## src/rtl/sbank_pkg.sv

```systemverilog
package sbank_pkg;
  typedef enum logic {
    SRC_ROM = 1'b0,
    SRC_RAM = 1'b1
  } code_src_e;
endpackage

```

## src/rtl/sbank_maps.sv

```systemverilog
module sbank_maps #(
  parameter int          AW          = 16,
  parameter int          DW          = 8,
  parameter int          NB          = 8,
  parameter int          NLVL        = 2,
  parameter logic [7:0]  HS_BASE     = 8'hF1,  // level n at HS_BASE - n
  parameter logic [7:0]  MIRROR_PAGE = 8'h04
) (
  input  logic                clk_i,
  input  logic                rst_ni,
  input  logic [AW-1:0]       addr_i,
  input  logic [DW-1:0]       data_i,
  input  logic                rw_i,
  output logic [NLVL*NB-1:0]  maps_o,
  output logic [DW-1:0]       rd_data_o,
  output logic                rd_en_o
);
  localparam logic [AW-1:0] WR_MASK = AW'(16'h12FF);

  logic [NLVL-1:0]  rd_hit;
  logic [DW-1:0]    rd_val [NLVL];

  for (genvar lv = 0; lv < NLVL; lv++) begin : g_lvl
    localparam logic [7:0]    HS    = HS_BASE - 8'(lv);
    localparam logic [AW-1:0] WR_AT = AW'(HS);
    localparam logic [AW-1:0] RD_AT = AW'({MIRROR_PAGE, HS});
    logic [NB-1:0] map_q;
    logic          wr_hit;

    assign wr_hit = !rw_i && ((addr_i & WR_MASK) == WR_AT);

    always_ff @(posedge clk_i or negedge rst_ni) begin
      if (!rst_ni)     map_q <= '0;
      else if (wr_hit) map_q <= data_i[NB-1:0];
    end

    assign rd_hit[lv]              = rw_i && (addr_i == RD_AT);
    assign rd_val[lv]              = DW'(map_q);
    assign maps_o[lv*NB +: NB]     = map_q;
  end

  always_comb begin
    rd_data_o = '0;
    for (int lv = 0; lv < NLVL; lv++)
      if (rd_hit[lv]) rd_data_o = rd_val[lv];
  end
  assign rd_en_o = |rd_hit;
endmodule

```

## src/rtl/sbank_snoop.sv

```systemverilog
module sbank_snoop
  import sbank_pkg::*;
#(
  parameter int              AW      = 16,
  parameter int              NB      = 8,
  parameter int              BW      = $clog2(NB),
  parameter logic [AW-1:0]   SLOT_L1 = 16'h01FE,
  parameter logic [AW-1:0]   SLOT_L2 = 16'h01FC
) (
  input  logic              clk_i,
  input  logic              rst_ni,
  input  logic [AW-1:0]     addr_i,
  input  logic [BW-1:0]     hi_bits_i,
  input  logic [NB-1:0]     map_l1_i,
  input  logic [NB-1:0]     map_l2_i,
  output logic [BW-1:0]     bank_o,
  output code_src_e         src_o
);
  localparam logic [BW-1:0] RST_BANK = BW'(NB - 1);

  logic arm_l1_q, arm_l2_q;

  always_ff @(posedge clk_i or negedge rst_ni) begin
    if (!rst_ni) begin
      arm_l1_q <= 1'b0;
      arm_l2_q <= 1'b0;
      bank_o   <= RST_BANK;
      src_o    <= SRC_ROM;
    end else begin
      arm_l1_q <= (addr_i == SLOT_L1);
      arm_l2_q <= (addr_i == SLOT_L2);
      // map sampled at the switch, never earlier
      if (arm_l1_q) begin
        bank_o <= hi_bits_i;
        src_o  <= code_src_e'(map_l1_i[hi_bits_i]);
      end else if (arm_l2_q) begin
        bank_o <= hi_bits_i;
        src_o  <= code_src_e'(map_l2_i[hi_bits_i]);
      end
    end
  end
endmodule

```

## src/rtl/sbank_csel.sv

```systemverilog
module sbank_csel
  import sbank_pkg::*;
(
  input  logic       cart_i,
  input  logic       rw_i,
  input  code_src_e  src_i,
  output logic       rom_cs_o,
  output logic       ram_cs_o
);
  logic fetch;
  assign fetch    = cart_i && rw_i;  // writes into the window are dropped
  assign rom_cs_o = fetch && (src_i == SRC_ROM);
  assign ram_cs_o = fetch && (src_i == SRC_RAM);
endmodule

```

## src/rtl/sbank_switch.sv

```systemverilog
module sbank_switch
  import sbank_pkg::*;
#(
  parameter int              AW       = 16,
  parameter int              DW       = 8,
  parameter int              NB       = 8,
  parameter int              CART_BIT = 12,
  parameter logic [AW-1:0]   SLOT_L1  = 16'h01FE,
  parameter logic [AW-1:0]   SLOT_L2  = 16'h01FC,
  localparam int             BW       = $clog2(NB)
) (
  input  logic           clk_i,
  input  logic           rst_ni,
  input  logic [AW-1:0]  addr_i,
  input  logic [DW-1:0]  data_i,
  input  logic           rw_i,
  output logic [BW-1:0]  bank_o,
  output logic           rom_cs_o,
  output logic           ram_cs_o,
  output logic [DW-1:0]  rd_data_o,
  output logic           rd_en_o
);
  localparam int NLVL = 2;

  logic [NLVL*NB-1:0] maps;
  code_src_e          src;

  sbank_maps #(.AW(AW), .DW(DW), .NB(NB), .NLVL(NLVL)) u_maps (
    .clk_i, .rst_ni, .addr_i, .data_i, .rw_i,
    .maps_o(maps), .rd_data_o, .rd_en_o
  );

  sbank_snoop #(.AW(AW), .NB(NB), .SLOT_L1(SLOT_L1), .SLOT_L2(SLOT_L2)) u_snoop (
    .clk_i, .rst_ni, .addr_i,
    .hi_bits_i(data_i[DW-1 -: BW]),
    .map_l1_i (maps[0 +: NB]),
    .map_l2_i (maps[NB +: NB]),
    .bank_o,
    .src_o    (src)
  );

  sbank_csel u_csel (
    .cart_i  (addr_i[CART_BIT]),
    .rw_i,
    .src_i   (src),
    .rom_cs_o,
    .ram_cs_o
  );
endmodule

```

## config.mk

```make
export PLATFORM = sky130hd
export DESIGN_NAME = sbank_switch
export DESIGN_NICKNAME = d
export VERILOG_FILES = /design/src/rtl/sbank_pkg.sv /design/src/rtl/sbank_maps.sv /design/src/rtl/sbank_snoop.sv /design/src/rtl/sbank_csel.sv /design/src/rtl/sbank_switch.sv
export SDC_FILE = /design/constraint.sdc
export NUM_CORES = 1
export LEC_CHECK = 0
export ABC_AREA = 1
export BUFFER_PORTS_ARGS = -buffer_cell sky130_fd_sc_hd__buf_2
export CAP_MARGIN = 20
export CORE_UTILIZATION = 52
export CTS_CLUSTER_SIZE = 20
export DETAILED_ROUTE_END_ITERATION = 10
export HOLD_SLACK_MARGIN = 0.12
export PLACE_DENSITY_LB_ADDON = 0.1
export SYNTH_ARGS = -nofsm -noshare
export SYNTH_HDL_FRONTEND = slang
export SYNTH_HIERARCHICAL = 1
export SYNTH_SLANG_ARGS = --single-unit
```

## constraint.sdc

```tcl
create_clock -name clk_i -period 1.2 [get_ports clk_i]
set_input_delay 0.12 -clock clk_i [delete_from_list [all_inputs] [get_ports clk_i]]
set_output_delay 0.12 -clock clk_i [all_outputs]
set_load 0.005 [all_outputs]
```

==> flow_summary.ini <==
[outcome]
status = finished, violations left
violations = setup timing

[floorplanning]
die_h_um = 55.20
die_w_um = 55.20
core.rowCount = 18
design.die.area_mm2 = 0.003046
initial_core_util_pct = 57.31
core_region_area_mm2 = 0.002567
io_pins = 41

[timing]
fmax_ghz = 0.8262
worst_slack_ns = -0.01033
hold_viol_final = 0
grt_setup_unrepaired = yes
drv_slew = 0
slew_headroom_pct = 67.18
fin_crit_sh_pct = 100.9
final.min_clock_period_ns = 1.210
worstMarginPinSlew_ns = 0.4922
fin_skew_ns = 0.003800
setup_viol = 3
holdWs_ns = 0.1430

[drt]
vias_per_cell = 5.201
wirelength_mm = 3.723
wl_per_cell_um = 12.93
postRouteAntennaNets = 0
drc = 0
via_count = 1498
drt_pass1_iterations = 4
first_iter_violations = 50

[clock_tree]
cts_buffers = 3
h-tree-depth = 1
cts_root_buf = clkbuf_4
clock_latency_ns = 0.31
path_clk_slew_ns = 0.13
clock_path_buffers = 2
cts_num_sinks = 22
cts_tree = done

[cells_and_area]
diodes = 0
area_growth_pct = 34.69
stdcell_area_mm2 = 0.001982
drive_above_1_share_pct = 37.60
nNetsFinal = 286
nFillCells = 197
stdcell_count = 288

[synthesis]
seq_area_frac_synth_pct = 37.67
synth_top_cell_area_share_pct = 32.31
yosysWarningCount = 6
yosysTopAreaCell = dfrtp_1
synth_area_per_cell_um2 = 7.624
netlist_area_mm2 = 0.001471
syn-num-nets = 220
synth-seq-cells = 22
synthesis.instances = 193
ys_types = 23
synth_area_leaders = dfrtp_1 (32%), nand2_1 (14%), nand3_1 (10%), o21ai_2 (9.5%), inv_1 (6.4%)

[flow_run]
drv.max_cap_violation_count = 0

[global_routing]
grt_max_degree = 23
grt-ovfl-total = 0
grt_antenna_before_repair = 0
grt_pass1_vias = 1422
grt_pass1_wl_mm = 5.506
grtUsageTotal_pct = 25.39

[critical_path]
reg2reg_depth = 9
timing.rr.start = u_maps/g_lvl[0].map_q[5]
crit_required_ns = 1.08
crit_fanout = 2
cpPeakStageDelay_ns = 0.36
worstPathCellList = inv_1 > nor2_1 > nand3_1 > nand2_1 > buf_2
start_kind = flop
regToRegEndpoint = u_snoop/src_o
cp_data_arrival_time_ns = 1.09
cp-end-kind = primary output
crit_type = flop to primary output
cp_slowest_cell = dfrtp_1
rrSetupSlack_ns = 0.08

[min_path]
hp-class = input pin to flop
hold_path_end = u_maps/g_lvl[0].map_q[6]
worstHoldPathCells = 3
hold_start = data_i[6]

[placement]
dp.cells = 259
io_buffers = 40
place_hpwl_mm = 2.387
place_congestion = 0.7837
place_ws_ns = -0.04403
placed_area_mm2 = 0.001668

[power_and_ir_drop]
p_leak_nw = 1.117
p_per_area_mw_per_mm2 = 789.8
peakVddDrop_mv = 0.8138
-- layout by cell type (no fill, tap or decap), drive strengths merged --
cell type | synthesis | layout
nor4 | 1 | 1
nand2 | 61 | 61
nand3 | 31 | 31
inv | 27 | 27
nand4 | 1 | 1
nor3b | 1 | 1
o21a | 1 | 1
bufinv | 0 | 1
dfstp | 3 | 3
nor2 | 21 | 22
o21ai | 19 | 19
dfrtp | 19 | 19
dlygate4sd3 | 0 | 14
nor3 | 3 | 3
clkbuf | 0 | 3
buf | 5 | 51
-- metal layers --
layer  vias up  GRT usage, %  part of all wire [%]
met5         -             0                     0
met4         0         7.500                  0.27
met3         2         4.372                   5.5
met2        55         49.20                    53
met1       702         27.67                    41
li1        739             -                     -
-- kinds of logic after synthesis --
group           share of synthesized area, %
flops                                  37.67
buf+inv                                10.71
simple gates                           40.56
compound gates                         11.05
-- worst max-delay path: cells and delay by family, from the launching register on --
family                 cells  cell delay (ns)
buffers and inverters      2             0.14
AND/OR/NAND/NOR            3             0.28
flip-flops                 1             0.36
-- sequential cells by signal, summed over array words and instances, names as in the netlist --
| register | flops |
|---|---|
| u_maps/g_lvl.map_q | 16 |
| u_snoop/bank_o | 3 |
| u_snoop/arm_l1_q | 1 |
| u_snoop/arm_l2_q | 1 |
| u_snoop/src_o | 1 |
-- report_power, final --
part	switching (W)	internal (W)	total [W]
Combinational	0.000131	0.000101	0.000232
Clock	0.000239	0.000338	0.000577
Sequential	0.00000594	0.000750	0.000756
Total	0.000376	0.00119	0.00157
-- how the worst max path moves through the flow --
stage | startpoint | endpoint | depth (start not counted)
6_report | u_maps/g_lvl[0].map_q[2] | rd_data_o[2] | 5
5_1_grt | u_maps/g_lvl[0].map_q[2] | rd_data_o[2] | 5
4_1_cts | u_maps/g_lvl[0].map_q[5] | rd_data_o[5] | 5
3_5_place_dp | addr_i[0] | u_maps/g_lvl[1].map_q[7] | 7
3_3_place_gp | addr_i[0] | u_maps/g_lvl[1].map_q[4] | 7
2_1_floorplan | addr_i[0] | u_maps/g_lvl[1].map_q[1] | 7
-- repair_timing --
| item | in CTS | in global routing |
|---|---|---|
| hold endpoints to repair | 36 | 0 |
| buffers inserted | 8 | 2 |
| endpoints found under the setup margin | 8 | 13 |
| pin swaps | 2 | 13 |
| resized for setup | 0 | 7 |
| gates cloned | 0 | 1 |
| hold buffers | 14 | 0 |
-- Yosys cell counts --
cell type,number
buf_4,2
buf_6,3
dfrtp_1,19
dfstp_2,3
inv_1,25
inv_2,1
inv_8,1
nand2_1,53
nand2_2,5
nand2_4,3
nand3_1,30
nand3_2,1
nand4_1,1
nor2_1,17
nor2_4,2
nor2_8,2
nor3_1,2
nor3_4,1
nor3b_1,1
nor4_1,1
o21a_1,1
o21ai_0,3
o21ai_2,16
-- cell type report --
class | count | area (µm²) | area share (%)
Clock inverter | 1 | 30.03 | 1.515
Timing Repair Buffer | 65 | 439.2 | 22.16
Sequential cell | 22 | 554.3 | 27.97
Tap cell | 30 | 37.54 | 1.894
Inverter | 27 | 108.9 | 5.492
Multi-Input combinational cell | 140 | 789.5 | 39.84
Clock buffer | 3 | 22.52 | 1.136
-- stage by stage --
| step | setup TNS [ns] | util [%] | power (W) |
|---|---|---|---|
| 6_report | -0.01039 | 77.19 | 0.001565 |
| 5_1_grt | -0.5977 | 77.19 | 0.001621 |
| 4_1_cts | -0.008532 | 75.29 | 0.001569 |
| 3_5_place_dp | -0.3825 | 64.96 | 0.0009514 |
| 3_3_place_gp | -0.1316 | 64.96 | 0.0009438 |
| 2_1_floorplan | 0 | - | 0.0008625 |
No activity file was read; power rests on OpenSTA's default activity.
